<file path="config.mk">
export PLATFORM = sky130hd
export DESIGN_NAME = ibl_top
export DESIGN_NICKNAME = d
export VERILOG_FILES = /design/src/rtl/ibl_pkg.sv /design/src/rtl/ibl_div.sv /design/src/rtl/ibl_phy.sv /design/src/rtl/ibl_top.sv
export SDC_FILE = /design/constraint.sdc
export NUM_CORES = 1
export LEC_CHECK = 0
export BUFFER_PORTS_ARGS = -buffer_cell sky130_fd_sc_hd__clkbuf_2
export CAP_MARGIN = 20
export CORE_MARGIN = 3
export CORE_UTILIZATION = 43
export DETAILED_ROUTE_END_ITERATION = 10
export PLACE_DENSITY_LB_ADDON = 0.1
export SYNTH_ARGS = -nofsm -noshare
export SYNTH_HDL_FRONTEND = slang
export SYNTH_SLANG_ARGS = --single-unit
</file>
<file path="constraint.sdc">
create_clock -name clk -period 3.64 [get_ports clk]
set_clock_uncertainty 0.15 [all_clocks]
set_input_delay 0.728 -clock clk [delete_from_list [all_inputs] [get_ports clk]]
set_output_delay 0.728 -clock clk [all_outputs]
set_load 0.03 [all_outputs]
</file>
<file path="src/rtl/ibl_pkg.sv">
package ibl_pkg;
  // Bus symbol shaped by the phy, four quarters each
  typedef enum logic [1:0] {
    SYM_BIT   = 2'd0,
    SYM_START = 2'd1,
    SYM_STOP  = 2'd2
  } sym_e;

  // Sequencer state of the loader
  typedef enum logic [2:0] {
    ST_IDLE  = 3'd0,
    ST_START = 3'd1,
    ST_TX    = 3'd2,
    ST_RX    = 3'd3,
    ST_STOP  = 3'd4,
    ST_END   = 3'd5
  } st_e;
endpackage

</file>
<file path="src/rtl/ibl_div.sv">
// Quarter-bit tick generator; holds while the bus clock is stretched.
module ibl_div #(
  parameter int DIV_W = 8
) (
  input  logic             clk,
  input  logic             rst_n,
  input  logic             run,
  input  logic             stall,
  input  logic [DIV_W-1:0] div_cfg,
  output logic             tick
);
  logic [DIV_W-1:0] cnt_q, cnt_d;
  logic             at_end;

  assign at_end = (cnt_q == div_cfg);
  assign tick   = run && !stall && at_end;

  always_comb begin
    cnt_d = cnt_q;
    if (!run)        cnt_d = '0;
    else if (!stall) cnt_d = at_end ? '0 : cnt_q + DIV_W'(1);
  end

  always_ff @(posedge clk or negedge rst_n) begin
    if (!rst_n) cnt_q <= '0;
    else        cnt_q <= cnt_d;
  end
endmodule

</file>
<file path="src/rtl/ibl_phy.sv">
// Shapes one bus symbol in four quarters: SCL low in q0/q1, high in q2/q3.
// SDA takes the symbol level at q1; START/STOP flip it again at q3.
module ibl_phy
  import ibl_pkg::*;
(
  input  logic clk,
  input  logic rst_n,
  input  logic run,
  input  logic tick,
  input  sym_e sym_kind,
  input  logic sym_bit,
  input  logic scl_in,
  input  logic sda_in,
  output logic stall,
  output logic scl_oe,
  output logic sda_oe,
  output logic rx_bit,
  output logic sym_end
);
  logic [1:0] q_q, q_d;
  logic       sda_q, sda_d;
  logic       rx_q, rx_d;

  assign stall   = run && (q_q == 2'd2) && !scl_in;
  assign scl_oe  = run && !q_q[1];
  assign sda_oe  = !sda_q;
  assign rx_bit  = rx_q;
  assign sym_end = run && tick && (q_q == 2'd3);

  always_comb begin
    q_d   = q_q;
    sda_d = sda_q;
    rx_d  = rx_q;
    if (!run) begin
      q_d   = 2'd0;
      sda_d = 1'b1;
    end else if (tick) begin
      q_d = q_q + 2'd1;
      case (q_q)
        2'd0: begin
          case (sym_kind)
            SYM_START: sda_d = 1'b1;
            SYM_STOP:  sda_d = 1'b0;
            default:   sda_d = sym_bit;
          endcase
        end
        2'd2: begin
          rx_d = sda_in;
          if (sym_kind == SYM_START)     sda_d = 1'b0;
          else if (sym_kind == SYM_STOP) sda_d = 1'b1;
        end
        default: ;
      endcase
    end
  end

  always_ff @(posedge clk or negedge rst_n) begin
    if (!rst_n) begin
      q_q   <= 2'd0;
      sda_q <= 1'b1;
      rx_q  <= 1'b1;
    end else begin
      q_q   <= q_d;
      sda_q <= sda_d;
      rx_q  <= rx_d;
    end
  end
endmodule

</file>
<file path="src/rtl/ibl_top.sv">
module ibl_top
  import ibl_pkg::*;
#(
  parameter int          IMAGE_BYTES = 32768,
  parameter int          DIV_W       = 8,
  parameter logic [6:0]  DEV_ADDR    = 7'h50,
  localparam int         ADDR_W      = $clog2(IMAGE_BYTES)
) (
  input  logic              clk,
  input  logic              rst_n,
  input  logic [DIV_W-1:0]  div_cfg,
  input  logic              scl_in,
  input  logic              sda_in,
  output logic              scl_oe,
  output logic              sda_oe,
  output logic              ram_we,
  output logic [ADDR_W-1:0] ram_addr,
  output logic [7:0]        ram_wdata,
  output logic              done,
  output logic              error
);
  localparam logic [ADDR_W-1:0] LAST_ADDR = ADDR_W'(IMAGE_BYTES - 1);

  // Reset: asynchronous assert, synchronous release
  logic rst_m_q, rst_sync_n;
  always_ff @(posedge clk or negedge rst_n) begin
    if (!rst_n) {rst_sync_n, rst_m_q} <= 2'b00;
    else        {rst_sync_n, rst_m_q} <= {rst_m_q, 1'b1};
  end

  st_e               st_q, st_d;
  logic [3:0]        bitc_q, bitc_d;
  logic [1:0]        sel_q, sel_d;
  logic [7:0]        tx_q, tx_d;
  logic [7:0]        rx_q, rx_d;
  logic [ADDR_W-1:0] addr_q, addr_d;
  logic              we_q, we_d;
  logic              done_q, done_d;
  logic              err_q, err_d;
  logic              fail_q, fail_d;

  logic run, tick, stall, rx_bit, sym_end, sym_bit, last;
  sym_e sym_kind;

  // Byte source for the controller-sent bytes: 0 write addr, 1/2 word addr, 3 read addr
  function automatic logic [7:0] tx_pick(input logic [1:0] sel);
    case (sel)
      2'd0:    return {DEV_ADDR, 1'b0};
      2'd3:    return {DEV_ADDR, 1'b1};
      default: return 8'h00;
    endcase
  endfunction

  assign run  = (st_q != ST_IDLE) && (st_q != ST_END);
  assign last = (addr_q == LAST_ADDR);

  always_comb begin
    sym_kind = SYM_BIT;
    sym_bit  = 1'b1;
    case (st_q)
      ST_START: sym_kind = SYM_START;
      ST_STOP:  sym_kind = SYM_STOP;
      ST_TX:    sym_bit  = (bitc_q == 4'd8) ? 1'b1 : tx_q[7];
      ST_RX:    sym_bit  = (bitc_q == 4'd8) ? last : 1'b1;
      default: ;
    endcase
  end

  ibl_div #(.DIV_W(DIV_W)) u_div (
    .clk(clk), .rst_n(rst_sync_n), .run(run), .stall(stall),
    .div_cfg(div_cfg), .tick(tick)
  );

  ibl_phy u_phy (
    .clk(clk), .rst_n(rst_sync_n), .run(run), .tick(tick),
    .sym_kind(sym_kind), .sym_bit(sym_bit), .scl_in(scl_in), .sda_in(sda_in),
    .stall(stall), .scl_oe(scl_oe), .sda_oe(sda_oe), .rx_bit(rx_bit),
    .sym_end(sym_end)
  );

  always_comb begin
    st_d   = st_q;
    bitc_d = bitc_q;
    sel_d  = sel_q;
    tx_d   = tx_q;
    rx_d   = rx_q;
    addr_d = addr_q;
    we_d   = 1'b0;
    done_d = done_q;
    err_d  = err_q;
    fail_d = fail_q;
    case (st_q)
      ST_IDLE: st_d = ST_START;
      ST_START: if (sym_end) begin
        st_d   = ST_TX;
        bitc_d = 4'd0;
        tx_d   = tx_pick(sel_q);
      end
      ST_TX: if (sym_end) begin
        if (bitc_q != 4'd8) begin
          bitc_d = bitc_q + 4'd1;
          tx_d   = {tx_q[6:0], 1'b0};
        end else begin
          bitc_d = 4'd0;
          if (rx_bit) begin
            fail_d = 1'b1;
            st_d   = ST_STOP;
          end else if (sel_q == 2'd2) begin
            sel_d = 2'd3;
            st_d  = ST_START;
          end else if (sel_q == 2'd3) begin
            st_d = ST_RX;
          end else begin
            sel_d = sel_q + 2'd1;
            tx_d  = tx_pick(sel_q + 2'd1);
          end
        end
      end
      ST_RX: if (sym_end) begin
        if (bitc_q != 4'd8) begin
          bitc_d = bitc_q + 4'd1;
          rx_d   = {rx_q[6:0], rx_bit};
          we_d   = (bitc_q == 4'd7);
        end else begin
          bitc_d = 4'd0;
          if (last) st_d = ST_STOP;
          else      addr_d = addr_q + ADDR_W'(1);
        end
      end
      ST_STOP: if (sym_end) begin
        st_d = ST_END;
        if (fail_q) err_d  = 1'b1;
        else        done_d = 1'b1;
      end
      default: ;
    endcase
  end

  always_ff @(posedge clk or negedge rst_sync_n) begin
    if (!rst_sync_n) begin
      st_q   <= ST_IDLE;
      bitc_q <= 4'd0;
      sel_q  <= 2'd0;
      tx_q   <= 8'h00;
      rx_q   <= 8'h00;
      addr_q <= '0;
      we_q   <= 1'b0;
      done_q <= 1'b0;
      err_q  <= 1'b0;
      fail_q <= 1'b0;
    end else begin
      st_q   <= st_d;
      bitc_q <= bitc_d;
      sel_q  <= sel_d;
      tx_q   <= tx_d;
      rx_q   <= rx_d;
      addr_q <= addr_d;
      we_q   <= we_d;
      done_q <= done_d;
      err_q  <= err_d;
      fail_q <= fail_d;
    end
  end

  assign ram_we    = we_q;
  assign ram_addr  = addr_q;
  assign ram_wdata = rx_q;
  assign done      = done_q;
  assign error     = err_q;
endmodule

</file>
## Word level (Yosys, flattened, before mapping)

Cells that the tools add are included.
W data, S select, Z words.

- Register bits after elaboration: 58
- Input bits: 12
- Output and inout port bits: 28

- Equal/unequal tests: 34
- Bitwise operators: 4
- $add $sub $neg: 5
- Reductions and logical operators: 32
- Multiplexer cells: 44

Operators by type and width:

| kind | number |
|---|---|
| $mux W8 | 9 |
| $pmux W8 S2 | 3 |
| $mux W3 | 10 |
| $ne A2 B2 Y1 const B | 9 |
| $reduce_and A3 Y1 | 6 |
| $add A15 B1 Y15 const B | 1 |
| $eq A15 B15 Y1 const B | 1 |
| $pmux W3 S5 | 1 |
| $eq A2 B2 Y1 const B | 6 |
| $mux W4 | 3 |
| $ne A3 B3 Y1 const B | 4 |
| $mux W1 | 9 |
| $reduce_and A9 Y1 | 1 |
| $add A8 B1 Y8 const B | 1 |
| $eq A8 B8 Y1 | 1 |
| $logic_and A1 B1 Y1 | 8 |
| $mux W2 | 4 |
| $ne A4 B4 Y1 const B | 2 |
| $pmux W4 S2 | 1 |
| $reduce_and A4 Y1 | 2 |
| $eq A3 B2 Y1 const B | 2 |
| $logic_not A2 Y1 | 3 |
| $pmux W1 S2 | 3 |
| $reduce_and A6 Y1 | 1 |
| other kinds (19) | 28 |

## Logic depth before layout (Yosys ltp)

Gate-level depths: netlist of run 1.

- Depth in word-level cells: 11
- Gate-level depth with buffers: 9
- Mapped depth without buffers: 7

## Cells and area by module

A second synthesis of run 1 with hierarchy kept.

- Cell total of the unflattened synthesis: 302
- Area total of the unflattened synthesis: 3161.8 um2

By module, submodules not included:

| module | instances | area each (um2) | cells an instance | seq. area each (um2) |
|---|---|---|---|---|
| ibl_top | 1 | 2296.0 | 211 | 1151.1 |
| ibl_div | 1 | 559.3 | 61 | 200.2 |
| ibl_phy | 1 | 306.5 | 30 | 102.6 |

## Worst setup path after synthesis of run 1

No wires, ideal clock.

- Path type: input to register
- From: input div_cfg[7]
- To: register tx_q[0]
- Slack: 1.220 ns
- Setup time: 0.125 ns
- Cell stages on the path: 5
- Arrival time: 2.145 ns
- Cells stage by stage: xnor2_1 nand4_4 nor4_4 o21ai_4 mux2_4

- Cells in the longest elaborated chain, start to end: 6
- Elaborated cells between the ends (all ways): 7
- Classes of those cells: eq/ne: 3; reduce/logical: 4

RTL lines:

| item | RTL line | RTL |
|---|---|---|
| start, declared | ibl_top.sv:11 | `input logic [DIV_W-1:0] div_cfg,` |
| $eq A8 B8 Y1 * | ibl_div.sv:15 | `assign at_end = (cnt_q == div_cfg);` |
| $logic_and A1 B1 Y1 * | ibl_div.sv:16 | `assign tick = run && !stall && at_end;` |
| $logic_and A1 B1 Y1 * (2 in series) | ibl_phy.sv:28 | `assign sym_end = run && tick && (q_q == 2'd3);` |
| $ne A2 B2 Y1 (no source line) | - |  |
| $reduce_and A6 Y1 (no source line) * | - |  |
| end signal, assigned | ibl_top.sv:155 | `tx_q <= tx_d;` |
| end, declared | ibl_top.sv:34 | `logic [7:0] tx_q, tx_d;` |

Mark *: on every way between the ends. The rest lies on a longest branch, timed or not.
A chain may end at the register's enable or synchronous reset.

## Final worst setup path of run 1

- From: register st_q[0]
- To: output scl_oe

- Cells in the longest elaborated chain, start to end: 3
- Elaborated cells between the ends (all ways): 4
- Classes of those cells: eq/ne: 1; reduce/logical: 3

RTL lines:

| item | RTL line | RTL |
|---|---|---|
| start, declared | ibl_top.sv:31 | `st_e st_q, st_d;` |
| start signal, assigned | ibl_top.sv:152 | `st_q <= st_d;` |
| $ne A3 B3 Y1 / $reduce_bool A3 Y1 (equally long branches) | ibl_top.sv:54 | `assign run = (st_q != ST_IDLE) && (st_q != ST_END);` |
| $logic_and A1 B1 Y1 * | ibl_top.sv:54 |  |
| $logic_and A1 B1 Y1 * | ibl_phy.sv:25 | `assign scl_oe = run && !q_q[1];` |
| end, declared | ibl_top.sv:14 | `output logic scl_oe,` |

Marks and branches as above.

==> flow_summary.json, run 1 <==
{
  "outcome": "complete, no violations",
  "vdd_drop_max_v": 0.0003127,
  "depth_of_the_critical_timing_path_with_buffers_and_inverters_included": 4,
  "worst_path_largest_cell_delay_ns": 0.60,
  "setup-violations-final": 0,
  "initial_core_util_pct": 45.52,
  "cp_slowest_cell": "dfrtp_1",
  "place_congestion": 0.8099,
  "layout-area-overhead-vs-synth_pct": 16.22,
  "chipWidth_microns": 91.97,
  "filler_cell_count": 656,
  "io_pins": 40,
  "cts_buffers": 9,
  "critPathMaxFanout": 14,
  "worst_hold_slack_ns": 0.01778,
  "timing.critical_path.from_type": "flip-flop",
  "finalCoreUtilization_pct": 52.90,
  "number_of_setup_buffers_added_after_cts": 0,
  "report.final.hold_viol_count": 0,
  "first_iter_violations": 89,
  "grt_start_max_net_pins": 38,
  "ff_latch_area_sq_um": 1455,
  "overflow": 0,
  "worst-r2r-setup-slack_ns": 1.11,
  "fmaxAchievable_ghz": 0.3657,
  "design_power_total_mw": 1.698,
  "finalNetCount": 364,
  "clk_pin_slew_ns": 0.07,
  "static-leakage-power_nw": 1.809,
  "netlist.top_cell.by_area": "dfrtp_1",
  "critical_path_buf_inv_count": 1,
  "fin_crit_sh_pct": 75.13,
  "num_rows": 30,
  "synthArstFlopShare_pct": 100.0,
  "layout_min_cycle_time_ns": 2.735,
  "ctsHoldBuffers": 0,
  "drive_above_1_share_pct": 27.09,
  "relSlewSlack_pct": 46.84,
  "routed_wl_microns": 6273,
  "vias_per_cell": 5.237,
  "die_span_in_y_microns": 91.97,
  "crit_path_cell_trace": "xor2_2 -> nor2_1 -> nor2_1 -> clkbuf_2",
  "clk_root_buffer_cell": "clkbuf_8",
  "tightest_slew_ns": 0.7975,
  "yosysTopAreaCellShare_pct": 44.09,
  "power_density_nw_per_um2": 459.6,
  "clock_tree_from_tritoncts": "built",
  "count_of_non_filler_cells_in_the_finished_layout": 443,
  "placement.io_buffers": 39,
  "detail_route.first_pass.iterations": 4,
  "cells_taking_the_most_area_after_synthesis": "dfrtp_1, xnor2_1, ha_1, mux2_2, mux2i_1",
  "n_antenna_cell": 0,
  "detail_route.drc_violations": 0,
  "via_count": 2320,
  "grt_usage_pct": 16.23,
  "grt_pass1_vias": 2263,
  "synth_cells": 299,
  "required_time_reported_for_the_critical_path_endpoint_ns": 2.76,
  "slew_violations": 0,
  "synth_ff_type": "dfrtp_1",
  "setup_slack_ns": 0.9054,
  "seq_area_frac_synth_pct": 45.75,
  "edff_count_synth": 0,
  "yosysMostFrequentCell": "dfrtp_1",
  "synth.net_count": 321,
  "worstRegToRegCells": 7,
  "h-tree-depth": 3,
  "critical_path_arrival_ns": 1.86,
  "path_class": "reg -> out",
  "routedWlPerCell_microns": 14.16,
  "yosysWarnings": 0,
  "placed_cell_area_sq_um": 3475,
  "cell_occurring_most_often_along_the_worst_timing_path": "nor2_1",
  "clock_insertion_delay_worst_skew_ns": 0.34,
  "pre_cts_ws_ns": 0.9439,
  "initial_antenna_violation_count": 0,
  "number_of_placed_instances_with_taps_included": 427,
  "syn-mean-instance-area_sq_um": 10.63,
  "clockBufferDepth": 2,
  "hold_path.class": "in -> async",
  "tns_ns": 0,
  "antenna_violating_nets_post_route": 0,
  "core_sq_um": 6982,
  "mappedNetlistArea_sq_um": 3178,
  "max_capacitance_violation_total": 0,
  "grt_first_pass_wirelength_microns": 10860,
  "cts_num_sinks": 58,
  "cp-end-kind": "primary output",
  "post_cts.resized_instances": 0,
  "dpl.hpwl_microns": 4504,
  "final_cell_area_sq_um": 3694,
  "critical-path-top-delay-family": "flip-flops",
  "multi_input_area_sq_um": 1607,
  "synthDistinctLibCells": 55,
  "post_synth_most_frequent_cells": "dfrtp_1, nand2_1, xnor2_1, inv_1, nor2_1",
  "ys_ff_latch": 58,
  "die-area_sq_um": 8458,
  "grt_setup_unrepaired": "false"
}
## power by group
group | switching [mW] | total, mW | internal [mW]
Clock | 0.260 | 0.662 | 0.402
Combinational | 0.136 | 0.269 | 0.133
Sequential | 0.0688 | 0.766 | 0.697
Total | 0.466 | 1.70 | 1.23
## worst paths after layout
path | startpoint | to
max reg2reg | u_phy.q_q[0] | tx_q[5]
min reg2reg | rst_sync_n | fail_q
min in group clk | rst_m_q | rst_sync_n
max | st_q[0] | scl_oe
min | rst_n | rst_sync_n
max in group asynchronous | rst_sync_n | ram_addr[0]
## layout by cell type (no fill, tap or decap), types with 3 or more instances in the layout
cell      count
nor2_1       15
o21ai_0      12
mux2i_1      12
nor3_1        8
inv_1        18
xnor2_1      19
mux2_2       11
nor2b_1       4
nand2_1      23
ha_1         10
o22ai_1       6
a31o_2        3
nor4_1        4
nand2b_1      3
and3_1        5
xnor2_2       3
a21oi_1       4
clkbuf_8     10
nand3_1      14
nor3b_1       3
nand4_1      11
dfrtp_1      55
clkbuf_2     39
o21bai_1      3
buf_4         4
mux2_4        3
## logic make-up after synthesis
family,Yosys count,synth area share (%)
simple gates,110,20.63
mux,26,9.095
fa+ha+maj,10,3.937
xor+xnor,24,7.559
other cells,1,0.1180
flops,58,45.75
compound gates,41,9.214
buf+inv,29,3.700
## layout make-up
type                            instances  area share (%)
Timing Repair Buffer                   43           6.098
Inverter                               18           1.829
Sequential cell                        58           39.40
Tap cell                               96           3.252
Clock inverter                          5           2.100
Clock buffer                           11           3.828
Multi-Input combinational cell        212           43.50
## worst register-to-register path, cell delays in order (launching register included)
cell and delay, ns:
dfrtp_1 0.38, inv_1 0.07, ha_1 0.30, nand2b_1 0.32, o211ai_4 0.18, nor4_4 0.44
o21ai_4 0.23, mux2_4 0.34
## flip-flops by register name, summed over array words and instances (netlist names), 2 cells and up
signal and cells:
bitc_q 4, ram_addr 15, ram_wdata 8, sel_q 2, st_q 3, tx_q 8, u_div.cnt_q 8, u_phy.q_q 2
## layer usage
metal | vias to the layer above | part of all wire (%) | GRT usage, %
met1 | 1117 | 49 | 22.60
met5 | - | 0 | 0
met3 | 10 | 4.4 | 4.102
met2 | 48 | 44 | 23.66
li1 | 1145 | - | -
met4 | 0 | 1.9 | 7.550
Note: power is estimated with default switching activity, not from simulation.
==> run 2, diff against run 1 <==
==> constraint.sdc (replaced) <==
create_clock -name clk -period 2.8 [get_ports clk]
set_clock_uncertainty 0.15 [all_clocks]
set_input_delay 0.56 -clock clk [delete_from_list [all_inputs] [get_ports clk]]
set_output_delay 0.56 -clock clk [all_outputs]
set_load 0.03 [all_outputs]
==> run 2 against run 1 <==
Die area unchanged. Power up 27%. Sequential share of layout area down 0.55 points. Critical path type unchanged. Largest power group unchanged.
==> flow_summary.json, run 2 (synthesized netlist as in run 1, its figures left out) <==
{
  "num_rows": 30,
  "vias_per_cell": 5.189,
  "cp_slowest_cell": "dfrtp_1",
  "die_span_in_y_microns": 91.97,
  "vdd_drop_max_v": 0.0004721,
  "comb_power_share_pct": 16.6,
  "dpl.hpwl_microns": 4618,
  "clockBufferDepth": 2,
  "power.switching_mw": 0.6146,
  "clock_power_share_pct": 37.1,
  "cts_buffers": 9,
  "mostFrequentLayoutCells": "dfrtp_1, clkbuf_2, nand2_1",
  "finalCoreUtilization_pct": 53.66,
  "gr-max-usage-layer": "met2",
  "seqPwrFrac_pct": 46.3,
  "clock_tree_from_tritoncts": "built",
  "clock_insertion_delay_worst_skew_ns": 0.34,
  "number_of_setup_buffers_added_after_cts": 0,
  "tns_ns": 0,
  "setup_slack_ns": 0.3739,
  "multi_input_area_sq_um": 1607,
  "grt_first_pass_wirelength_microns": 10860,
  "met1_usage_pct": 21.61,
  "antenna_violating_nets_post_route": 0,
  "overflow": 0,
  "cell_occurring_most_often_along_the_worst_timing_path": "nor2_1",
  "detail_route.drc_violations": 0,
  "report.final.hold_viol_count": 0,
  "relSlewSlack_pct": 47.99,
  "grt_start_max_net_pins": 35,
  "first_iter_violations": 70,
  "fmaxAchievable_ghz": 0.4122,
  "slew_violations": 0,
  "worst-r2r-setup-slack_ns": 0.40,
  "clk_root_buffer_cell": "clkbuf_8",
  "layout_min_cycle_time_ns": 2.426,
  "fin_crit_sh_pct": 86.65,
  "power_density_nw_per_um2": 573.6,
  "clk_pin_slew_ns": 0.07,
  "drive_above_1_share_pct": 28.53,
  "worst_r2r_endpoint": "u_div.cnt_q[2]",
  "switching_share_pct": 28.60,
  "cts_num_sinks": 58,
  "layout-area-overhead-vs-synth_pct": 17.87,
  "largest_register_ffs": 15,
  "groute.layer.met3.usage_pct": 3.445,
  "worst_path_largest_cell_delay_ns": 0.56,
  "io_pins": 40,
  "critical_path_arrival_ns": 1.72,
  "timing.critical_path.from_type": "flip-flop",
  "outcome": "complete, no violations",
  "hold_path.class": "reg -> async",
  "n_antenna_cell": 0,
  "cp-end-kind": "primary output",
  "max_capacitance_violation_total": 0,
  "ff_latch_area_sq_um": 1455,
  "pre_cts_ws_ns": 0.3192,
  "grt_pass1_vias": 2253,
  "worstRegToRegCells": 7,
  "internal-power_mw": 1.534,
  "critPathMaxFanout": 8,
  "chipWidth_microns": 91.97,
  "routedWlPerCell_microns": 14.19,
  "die-area_sq_um": 8458,
  "most_common_library_cell_in_the_layout_ignoring_fill_and_taps": "dfrtp_1",
  "static-leakage-power_nw": 1.845,
  "via_count": 2335,
  "routed_wl_microns": 6387,
  "placed_cell_area_sq_um": 3532,
  "critical_path_buf_inv_count": 2,
  "finalNetCount": 371,
  "place_congestion": 0.8322,
  "initial_antenna_violation_count": 0,
  "placement.io_buffers": 39,
  "detail_route.first_pass.iterations": 4,
  "required_time_reported_for_the_critical_path_endpoint_ns": 2.09,
  "globalRouteMet2Util_pct": 25.30,
  "initial_core_util_pct": 45.52,
  "core_sq_um": 6982,
  "grt_setup_unrepaired": "false",
  "timing.rr.start": "u_phy.q_q[0]",
  "path_class": "reg -> out",
  "h-tree-depth": 3,
  "tightest_slew_ns": 0.7785,
  "critical-path-top-delay-family": "flip-flops",
  "filler_cell_count": 664,
  "setup-violations-final": 0,
  "crit_path_cell_trace": "xor2_2 -> nor2_1 -> buf_4 -> nor2_1 -> clkbuf_2",
  "final_cell_area_sq_um": 3746,
  "grt_usage_pct": 16.23
}
[run 2: cell count changes in the layout (fill, tap and decap cells not counted)]
cell	before	now
buf_4	4	9
buf_12	0	1
bufinv_16	2	1
clkbuf_1	1	0
clkbuf_8	10	11
clkinv_2	2	3
dlygate4sd3_1	0	1
[run 2: power by group through the flow]
stage / Sequential (mW) / Combinational [mW] / Clock, mW
2_1_floorplan: 0.992 / 0.291 / 0
3_3_place_gp: 1.01 / 0.346 / 0
3_5_place_dp: 1.01 / 0.355 / 0
4_1_cts: 0.995 / 0.359 / 0.817
5_1_grt: 1.01 / 0.391 / 0.858
6_report: 0.996 / 0.356 / 0.798
[run 2: cell type report]
class	count	area share (%)
inverters	18	1.804
well taps	96	3.206
flip-flops and latches	58	38.84
multi-input cells	212	42.89
repair buffers	50	7.816
clock inverters	5	1.403
clock buffers	11	4.041
[run 2: metal layers]
metal,routed length [microns],vias to the layer above
met5,0,-
met4,110,0
met3,275,10
met2,2853,45
met1,3149,1121
li1,-,1159
[run 2: worst max path at each step]
stage	cells past startpoint	startpoint	slack, ns	to
after floorplan	5	div_cfg[7]	0.55	tx_q[0]
after detailed placement	6	div_cfg[7]	0.32	u_div.cnt_q[2]
after CTS	5	st_q[2]	0.36	scl_oe
final	5	st_q[2]	0.37	scl_oe
after global placement	6	div_cfg[6]	0.37	u_div.cnt_q[2]
after global routing	7	u_phy.q_q[0]	0.21	u_div.cnt_q[5]
[run 2: worst reg2reg max path, delay by kind of cell, from the launching register on]
kind,cells,cell delay (ns)
compound gates,4,1.10
fa+ha+maj,1,0.29
buf+inv,1,0.09
flops,1,0.40
simple gates,1,0.28
[run 2: through the flow]
stage,power [mW],hold WS (ns),cells
floorplan,1.283,0.1144,299
global placement,1.356,0.1157,433
detailed placement,1.366,0.1216,433
CTS,2.172,0.1225,450
global route,2.258,0.1568,450
finish,2.149,0.1015,450
[run 2: repair_timing]
| item | in CTS | in global routing |
|---|---|---|
| hold buffers | 1 | 0 |
| endpoints found under the hold margin | 2 | 0 |
| resized for setup | 0 | 0 |
